**src/rtl/dbd_pkg.sv**
```systemverilog
package dbd_pkg;
  localparam int N_DIR   = 2;
  localparam int N_SLOT  = 4;
  localparam int DIR_RX  = 0;
  localparam int DIR_TX  = 1;
  // Slot order inside one direction; the register index decodes it.
  localparam int S_CUR_PTR = 0;
  localparam int S_CUR_CNT = 1;
  localparam int S_NXT_PTR = 2;
  localparam int S_NXT_CNT = 3;
  localparam int REG_AW    = 4;
  localparam logic [REG_AW-1:0] CTL_IDX = 4'd8;
endpackage

```
**src/rtl/dbd_rst_sync.sv**
```systemverilog
module dbd_rst_sync (
  input  logic clk,
  input  logic rst_n,
  output logic rst_sync_n
);
  logic [1:0] stage_q;

  always_ff @(posedge clk or negedge rst_n) begin
    if (!rst_n) stage_q <= 2'b00;
    else        stage_q <= {stage_q[0], 1'b1};
  end

  assign rst_sync_n = stage_q[1];
endmodule

```
**src/rtl/dbd_lane.sv**
```systemverilog
module dbd_lane
  import dbd_pkg::*;
#(
  parameter int AW = 32,
  parameter int CW = 16,
  parameter int DW = 32
) (
  input  logic              clk,
  input  logic              rst_n,
  input  logic              en_i,
  input  logic              xfer_i,
  input  logic [N_SLOT-1:0] wr_sel_i,
  input  logic [DW-1:0]     wdata_i,
  output logic [AW-1:0]     cur_ptr_o,
  output logic [CW-1:0]     cur_cnt_o,
  output logic [AW-1:0]     nxt_ptr_o,
  output logic [CW-1:0]     nxt_cnt_o,
  output logic              busy_o,
  output logic              end_o,
  output logic              done_o
);
  localparam int WORD_BYTES = DW / 8;

  logic [AW-1:0] cur_ptr_q, cur_ptr_d, nxt_ptr_q, nxt_ptr_d;
  logic [CW-1:0] cur_cnt_q, cur_cnt_d, nxt_cnt_q, nxt_cnt_d;
  logic [CW-1:0] eff_cnt;
  logic          reload;
  logic          cur_ptr_ce, cur_cnt_ce, nxt_ptr_ce, nxt_cnt_ce;

  always_comb begin
    eff_cnt = xfer_i ? (cur_cnt_q - CW'(1)) : cur_cnt_q;
    reload  = !wr_sel_i[S_CUR_CNT] && (eff_cnt == '0) && (nxt_cnt_q != '0);

    cur_ptr_ce = wr_sel_i[S_CUR_PTR] | reload | xfer_i;
    if (wr_sel_i[S_CUR_PTR]) cur_ptr_d = wdata_i[AW-1:0];
    else if (reload)         cur_ptr_d = nxt_ptr_q;
    else                     cur_ptr_d = cur_ptr_q + AW'(WORD_BYTES);

    cur_cnt_ce = wr_sel_i[S_CUR_CNT] | reload | xfer_i;
    if (wr_sel_i[S_CUR_CNT]) cur_cnt_d = wdata_i[CW-1:0];
    else if (reload)         cur_cnt_d = nxt_cnt_q;
    else                     cur_cnt_d = eff_cnt;

    nxt_ptr_ce = wr_sel_i[S_NXT_PTR];
    nxt_ptr_d  = wdata_i[AW-1:0];

    nxt_cnt_ce = wr_sel_i[S_NXT_CNT] | reload;
    nxt_cnt_d  = wr_sel_i[S_NXT_CNT] ? wdata_i[CW-1:0] : '0;
  end

  always_ff @(posedge clk or negedge rst_n) begin
    if (!rst_n) begin
      cur_ptr_q <= '0;
      cur_cnt_q <= '0;
      nxt_ptr_q <= '0;
      nxt_cnt_q <= '0;
    end else begin
      if (cur_ptr_ce) cur_ptr_q <= cur_ptr_d;
      if (cur_cnt_ce) cur_cnt_q <= cur_cnt_d;
      if (nxt_ptr_ce) nxt_ptr_q <= nxt_ptr_d;
      if (nxt_cnt_ce) nxt_cnt_q <= nxt_cnt_d;
    end
  end

  assign cur_ptr_o = cur_ptr_q;
  assign cur_cnt_o = cur_cnt_q;
  assign nxt_ptr_o = nxt_ptr_q;
  assign nxt_cnt_o = nxt_cnt_q;
  assign busy_o    = (cur_cnt_q != '0);
  assign end_o     = (cur_cnt_q == '0);
  assign done_o    = (cur_cnt_q == '0) && (nxt_cnt_q == '0);

  AST_NO_IDLE_MOVE: assert property (@(posedge clk) disable iff (!rst_n)
    xfer_i |-> (en_i && busy_o));

  AST_WORD_STEP: assert property (@(posedge clk) disable iff (!rst_n)
    (xfer_i && wr_sel_i == '0 && cur_cnt_q > CW'(1))
    |=> (cur_cnt_q == $past(cur_cnt_q) - CW'(1)) &&
        (cur_ptr_q == $past(cur_ptr_q) + AW'(WORD_BYTES)));

  AST_CHAIN_SWAP: assert property (@(posedge clk) disable iff (!rst_n)
    (xfer_i && wr_sel_i == '0 && cur_cnt_q == CW'(1) && nxt_cnt_q != '0)
    |=> (cur_cnt_q == $past(nxt_cnt_q)) && (cur_ptr_q == $past(nxt_ptr_q)) &&
        (nxt_cnt_q == '0));

  AST_DONE_IMPLIES_END: assert property (@(posedge clk) disable iff (!rst_n)
    done_o |-> end_o);
endmodule

```
**src/rtl/dbd_regs.sv**
```systemverilog
module dbd_regs
  import dbd_pkg::*;
#(
  parameter int AW = 32,
  parameter int CW = 16,
  parameter int DW = 32
) (
  input  logic                        clk,
  input  logic                        rst_n,
  input  logic                        reg_wr,
  input  logic [REG_AW-1:0]           reg_addr,
  input  logic [DW-1:0]               reg_wdata,
  output logic [DW-1:0]               reg_rdata,
  input  logic [N_DIR-1:0][AW-1:0]    cur_ptr_i,
  input  logic [N_DIR-1:0][CW-1:0]    cur_cnt_i,
  input  logic [N_DIR-1:0][AW-1:0]    nxt_ptr_i,
  input  logic [N_DIR-1:0][CW-1:0]    nxt_cnt_i,
  output logic [N_DIR-1:0][N_SLOT-1:0] wr_sel_o,
  output logic [N_DIR-1:0]            en_o
);
  logic [N_DIR-1:0] en_q, en_d;
  logic             ctl_wr;
  logic             rd_dir;
  logic [1:0]       rd_slot;

  assign ctl_wr  = reg_wr && (reg_addr == CTL_IDX);
  assign rd_dir  = reg_addr[2];
  assign rd_slot = reg_addr[1:0];

  for (genvar d = 0; d < N_DIR; d++) begin : g_dir
    for (genvar s = 0; s < N_SLOT; s++) begin : g_slot
      assign wr_sel_o[d][s] = reg_wr && !reg_addr[3] &&
                              (reg_addr[2] == 1'(d)) && (reg_addr[1:0] == 2'(s));
    end
    // Off bit is applied after the on bit, so off wins a same-cycle clash.
    always_comb begin
      en_d[d] = en_q[d];
      if (ctl_wr) en_d[d] = (en_q[d] | reg_wdata[2*d]) & ~reg_wdata[2*d+1];
    end
  end

  always_ff @(posedge clk or negedge rst_n) begin
    if (!rst_n)      en_q <= '0;
    else if (ctl_wr) en_q <= en_d;
  end

  always_comb begin
    reg_rdata = '0;
    if (reg_addr == CTL_IDX) begin
      reg_rdata[N_DIR-1:0] = en_q;
    end else if (!reg_addr[3]) begin
      case (rd_slot)
        2'(S_CUR_PTR): reg_rdata = DW'(cur_ptr_i[rd_dir]);
        2'(S_CUR_CNT): reg_rdata = DW'(cur_cnt_i[rd_dir]);
        2'(S_NXT_PTR): reg_rdata = DW'(nxt_ptr_i[rd_dir]);
        default:       reg_rdata = DW'(nxt_cnt_i[rd_dir]);
      endcase
    end
  end

  assign en_o = en_q;

  AST_RX_OFF_WINS: assert property (@(posedge clk) disable iff (!rst_n)
    (ctl_wr && reg_wdata[1]) |=> !en_o[DIR_RX]);

  AST_TX_OFF_WINS: assert property (@(posedge clk) disable iff (!rst_n)
    (ctl_wr && reg_wdata[3]) |=> !en_o[DIR_TX]);

  AST_RX_ON: assert property (@(posedge clk) disable iff (!rst_n)
    (ctl_wr && reg_wdata[0] && !reg_wdata[1]) |=> en_o[DIR_RX]);
endmodule

```
**src/rtl/dbuf_dma_chan.sv**
```systemverilog
module dbuf_dma_chan
  import dbd_pkg::*;
#(
  parameter int AW = 32,
  parameter int CW = 16,
  parameter int DW = 32
) (
  input  logic              clk,
  input  logic              rst_n,
  input  logic              reg_wr,
  input  logic [REG_AW-1:0] reg_addr,
  input  logic [DW-1:0]     reg_wdata,
  output logic [DW-1:0]     reg_rdata,
  input  logic              rx_valid,
  input  logic [DW-1:0]     rx_data,
  output logic              rx_take,
  input  logic              tx_ready,
  output logic [DW-1:0]     tx_data,
  output logic              tx_push,
  output logic              mem_wr_req,
  output logic [AW-1:0]     mem_wr_addr,
  output logic [DW-1:0]     mem_wr_data,
  input  logic              mem_wr_gnt,
  output logic              mem_rd_req,
  output logic [AW-1:0]     mem_rd_addr,
  input  logic [DW-1:0]     mem_rd_data,
  input  logic              mem_rd_gnt,
  output logic              rx_end,
  output logic              rx_full,
  output logic              tx_end,
  output logic              tx_empty
);
  logic                         rst_int_n;
  logic [N_DIR-1:0][AW-1:0]     cur_ptr, nxt_ptr;
  logic [N_DIR-1:0][CW-1:0]     cur_cnt, nxt_cnt;
  logic [N_DIR-1:0][N_SLOT-1:0] wr_sel;
  logic [N_DIR-1:0]             en, busy, xfer, end_flag, done_flag, side_ok, req;

  dbd_rst_sync i_rst_sync (
    .clk        (clk),
    .rst_n      (rst_n),
    .rst_sync_n (rst_int_n)
  );

  dbd_regs #(.AW(AW), .CW(CW), .DW(DW)) i_regs (
    .clk       (clk),
    .rst_n     (rst_int_n),
    .reg_wr    (reg_wr),
    .reg_addr  (reg_addr),
    .reg_wdata (reg_wdata),
    .reg_rdata (reg_rdata),
    .cur_ptr_i (cur_ptr),
    .cur_cnt_i (cur_cnt),
    .nxt_ptr_i (nxt_ptr),
    .nxt_cnt_i (nxt_cnt),
    .wr_sel_o  (wr_sel),
    .en_o      (en)
  );

  assign side_ok[DIR_RX] = rx_valid;
  assign side_ok[DIR_TX] = tx_ready;

  for (genvar d = 0; d < N_DIR; d++) begin : g_lane
    dbd_lane #(.AW(AW), .CW(CW), .DW(DW)) i_lane (
      .clk       (clk),
      .rst_n     (rst_int_n),
      .en_i      (en[d]),
      .xfer_i    (xfer[d]),
      .wr_sel_i  (wr_sel[d]),
      .wdata_i   (reg_wdata),
      .cur_ptr_o (cur_ptr[d]),
      .cur_cnt_o (cur_cnt[d]),
      .nxt_ptr_o (nxt_ptr[d]),
      .nxt_cnt_o (nxt_cnt[d]),
      .busy_o    (busy[d]),
      .end_o     (end_flag[d]),
      .done_o    (done_flag[d])
    );
    assign req[d] = en[d] && busy[d] && side_ok[d];
  end

  assign xfer[DIR_RX] = req[DIR_RX] && mem_wr_gnt;
  assign xfer[DIR_TX] = req[DIR_TX] && mem_rd_gnt;

  assign mem_wr_req  = req[DIR_RX];
  assign mem_wr_addr = cur_ptr[DIR_RX];
  assign mem_wr_data = rx_data;
  assign rx_take     = xfer[DIR_RX];

  assign mem_rd_req  = req[DIR_TX];
  assign mem_rd_addr = cur_ptr[DIR_TX];
  assign tx_data     = mem_rd_data;
  assign tx_push     = xfer[DIR_TX];

  assign rx_end   = end_flag[DIR_RX];
  assign rx_full  = done_flag[DIR_RX];
  assign tx_end   = end_flag[DIR_TX];
  assign tx_empty = done_flag[DIR_TX];
endmodule

```
**config.mk**
```make
export PLATFORM = sky130hd
export DESIGN_NAME = dbuf_dma_chan
export DESIGN_NICKNAME = d
export VERILOG_FILES = /design/src/rtl/dbd_pkg.sv /design/src/rtl/dbd_rst_sync.sv /design/src/rtl/dbd_lane.sv /design/src/rtl/dbd_regs.sv /design/src/rtl/dbuf_dma_chan.sv
export SDC_FILE = /design/constraint.sdc
export NUM_CORES = 1
export LEC_CHECK = 0
export ABC_AREA = 0
export CAP_MARGIN = 40
export CORE_UTILIZATION = 40
export CTS_CLUSTER_DIAMETER = 60
export DETAILED_ROUTE_END_ITERATION = 8
export PLACE_DENSITY_LB_ADDON = 0.1
export SETUP_SLACK_MARGIN = 0.3
export SKIP_CTS_REPAIR_TIMING = 1
export SYNTH_ARGS = -nofsm -noshare
export SYNTH_HDL_FRONTEND = slang
export SYNTH_SLANG_ARGS = --single-unit
```
**constraint.sdc**
```tcl
create_clock -name clk -period 9.5 [get_ports clk]
set_input_delay 1.9 -clock clk [delete_from_list [all_inputs] [get_ports clk]]
set_output_delay 1.9 -clock clk [all_outputs]
set_load 0.005 [all_outputs]
```
==> flow_summary.toml <==
[worst_setup_path]
r2r_end = "g_lane[0].i_lane.cur_ptr_o[3]"
path_max_fanout = 33
critPathArrivalTime_ns = 4.38
rrSetupSlack_ns = 5.02
cp-endpoint = "reg_rdata[3]"
required_ns = 7.60
reg2reg_from = "g_lane[0].i_lane.cur_cnt_o[13]"
endpoint_kind = "output port"
r2r_cells = 9
setup.worst_path.start_class = "input pin"
crit_type = "in -> out"
startpoint = "reg_addr[1]"

[timing]
worstMarginPinSlew_ns = 0.8761
slew_violations = 0
fin_crit_ns = 6.283
post-route-period-util_pct = 66.13
hold_viol_final = 0
clock_skew_ns = 0.01445
max-slew-margin-rel_pct = 41.42
max_freq_ghz = 0.1592
setup_viol_count_final = 0
setup_tns_ns = 0
layout_setup_ws_ns = 3.217
rsz0062_at_grt = "false"

[final_layout]
design_area_sq_um = 14610
fin_nets = 1460
n_fill_cell = 2912
finalNonFillerCells = 1758
drive_above_1_share_pct = 15.12
multi_input_area_sq_um = 6780
seq_area_sq_um = 4908
diodes = 0
areaGrowthSynthToFinish_pct = 15.33

[grt]
grt_pass1_wl_microns = 64150
grt_max_degree = 55
grt.overflow.total = 0
antenna_found_initial = 0
grtUsageTotal_pct = 25.83
grt_pass1_vias = 10350

[synthesis]
synth_seq_cells = 196
netlist-cell-type-count = 66
yosysSeqAreaShare_pct = 38.72
synth-main-ff-cell = "dfrtp_1"
synth_area_sq_um = 12670
synth-edff-count = 0
synth_fp_nets = 1424
ys_async_sr_fraction_pct = 100.0
postSynthCellCount = 1313
postSynthAreaPerCell_sq_um = 9.648
ys.warnings.count = 0

[power_and_ir_drop]
p_total_mw = 3.201
powerDensity_nw_per_um2 = 219.1
ir_drop_mv = 0.1274
p_leak_nw = 6.072

[routing]
vias_per_cell = 5.931
drtPass1Iterations = 9
drc = 24
wire_per_inst_microns = 23.44
vias = 10430
drt_wl_total_microns = 41220
drtIter0Drc = 905
ant_nets = 0

[place]
place_area_sq_um = 14020
place_hpwl_microns = 28970
place_ws_ns = 3.151
gp_congestion = 0.8813
placedCellCount = 1726
io_buffers = 146

[status]
violations = "design-rule violations"
status = "complete, but fails checks"

[clocking]
cts_sinks = 196
cts.path.max_buffers = 2
clk_latency_ns = 0.45
cts_tree = "built"
numCtsBuffers = 17
cts-htree-levels = 4
clkSlewWorstSetupHoldPaths_ns = 0.08
cts_root_buf = "clkbuf_16"

[floorplanning]
core_area_sq_um = 30910
num_rows = 64
start_util_pct = 40.99
die_area_sq_um = 32390
io_pins = 275
die_x_microns = 180.0
fp.dieH_microns = 180.0

[min_path]
worstHoldPathType = "reg -> async"

[flow_run]
cap_violations = 0
routing by layer:
| layer | vias to the layer above | wire length [microns] | GRT usage [%] |
|---|---|---|---|
| met3 | 63 | 2681 | 4.133 |
| met1 | 5186 | 18360 | 35.85 |
| met2 | 447 | 19220 | 41.23 |
| li1 | 4731 | - | - |
| met4 | 0 | 957 | 7.966 |
| met5 | - | 0 | 0.7407 |
critical path: stages:
cell and delay (ns):
buf_2 0.52, buf_4 0.58, mux4_2 0.62, mux2i_1 0.21
nor2_1 0.06, clkdlybuf4s50_1 0.45
sequential cells by signal, summed over array words and instances, names as in the netlist:
name,count
g_lane.i_lane.cur_cnt_o,32
i_regs.en_o,2
g_lane.i_lane.nxt_ptr_o,64
i_rst_sync.stage_q,2
g_lane.i_lane.nxt_cnt_o,32
g_lane.i_lane.cur_ptr_o,64
metrics by stage:
step           utilization [%]  hold WS (ns)
6_report                 47.27        0.2333
5_1_grt                  47.27        0.2642
4_1_cts                  47.27        0.2483
3_5_place_dp             45.36        0.2397
3_3_place_gp             44.86        0.3400
2_1_floorplan                -        0.3312
layout by cell type (no fill, tap or decap), types with 6 or more instances in the layout:
master / netlist / routed
nor2_1: 86 / 84
mux2i_1: 79 / 79
o22ai_2: 9 / 9
a21oi_1: 59 / 59
or3_1: 22 / 22
nor4_1: 24 / 24
nand4_1: 23 / 23
inv_8: 0 / 6
o22ai_1: 8 / 8
inv_1: 22 / 22
nand3_1: 41 / 41
a31oi_1: 9 / 9
mux4_2: 42 / 42
nand2_1: 152 / 152
a21oi_2: 9 / 9
and4_1: 10 / 10
clkdlybuf4s50_1: 0 / 143
nor3_1: 30 / 29
nor2b_1: 14 / 14
o21ai_1: 11 / 12
xor2_1: 38 / 38
and3_1: 14 / 14
nand2b_1: 7 / 6
o21ai_0: 82 / 81
buf_4: 66 / 21
xnor2_1: 31 / 31
dfrtp_1: 196 / 195
mux2_2: 65 / 65
clkbuf_16: 0 / 17
cell families after synthesis:
family | count (synthesis) | share of synthesized area [%]
DFF | 196 | 38.72
adders and majority gates | 4 | 0.3951
AOI/OAI and AO/OA | 224 | 10.97
buffers and inverters | 181 | 7.901
and+or+nand+nor | 451 | 17.52
xor gates and xnor gates | 69 | 4.770
other | 1 | 0.02960
muxes | 187 | 19.69
report_power, final:
group | internal (mW) | switching [mW] | total (mW)
registers | 1.06 | 0.368 | 1.43
logic | 0.602 | 0.430 | 1.03
clock network | 0.366 | 0.375 | 0.741
final cells by class:
class | instances | share of cell area (%)
multi-input combinational | 936 | 46.41
sequential | 196 | 33.60
timing repair buffer | 175 | 11.98
tap | 396 | 3.391
clock buffer | 19 | 3.100
clock inverter | 13 | 0.9335
inverter | 23 | 0.5909
cell usage after synthesis, types with 3 or more instances:
cell | n | area share, %
dfrtp_1 | 196 | 39
nand2_1 | 152 | 4.5
nor2_1 | 86 | 2.5
o21ai_0 | 82 | 3.2
mux2i_1 | 79 | 6.2
buf_4 | 66 | 3.9
mux2_2 | 65 | 5.8
a21oi_1 | 59 | 2.3
clkbuf_1 | 55 | 1.6
mux4_2 | 42 | 7.5
nand3_1 | 41 | 1.6
xor2_1 | 38 | 2.6
xnor2_1 | 31 | 2.1
nor3_1 | 30 | 1.2
nor4_1 | 24 | 1.2
nand4_1 | 23 | 1.1
inv_1 | 22 | 0.65
or3_1 | 22 | 1.1
buf_1 | 20 | 0.59
and3_1 | 14 | 0.69
nor2b_1 | 14 | 0.69
o21ai_1 | 11 | 0.43
and4_1 | 10 | 0.69
buf_2 | 10 | 0.40
a21oi_2 | 9 | 0.62
a31oi_1 | 9 | 0.44
o22ai_2 | 9 | 0.89
o22ai_1 | 8 | 0.40
nand2b_1 | 7 | 0.35
buf_6 | 6 | 0.53
o22a_1 | 5 | 0.35
or4_1 | 5 | 0.30
ha_1 | 4 | 0.40
nor3b_1 | 4 | 0.24
o31ai_1 | 4 | 0.24
or2_2 | 4 | 0.20
a211o_1 | 3 | 0.21
a211oi_1 | 3 | 0.18
a22o_1 | 3 | 0.21
and2_1 | 3 | 0.15
nor4b_1 | 3 | 0.21
o211ai_1 | 3 | 0.18
how the worst min path moves through the flow:
stage	startpoint	slack, ns	cells past startpoint	end
final	i_rst_sync.stage_q[1]	0.23	0	g_lane[1].i_lane.cur_ptr_o[9]
after global routing	i_rst_sync.stage_q[1]	0.26	0	g_lane[1].i_lane.cur_ptr_o[9]
after CTS	i_rst_sync.stage_q[1]	0.25	0	g_lane[1].i_lane.cur_ptr_o[9]
after detailed placement	i_rst_sync.stage_q[1]	0.24	0	g_lane[1].i_lane.cur_ptr_o[9]
after global placement	i_rst_sync.stage_q[0]	0.34	0	i_rst_sync.stage_q[1]
after floorplan	i_rst_sync.stage_q[0]	0.33	0	i_rst_sync.stage_q[1]
Note: power is estimated with default switching activity, not from simulation.
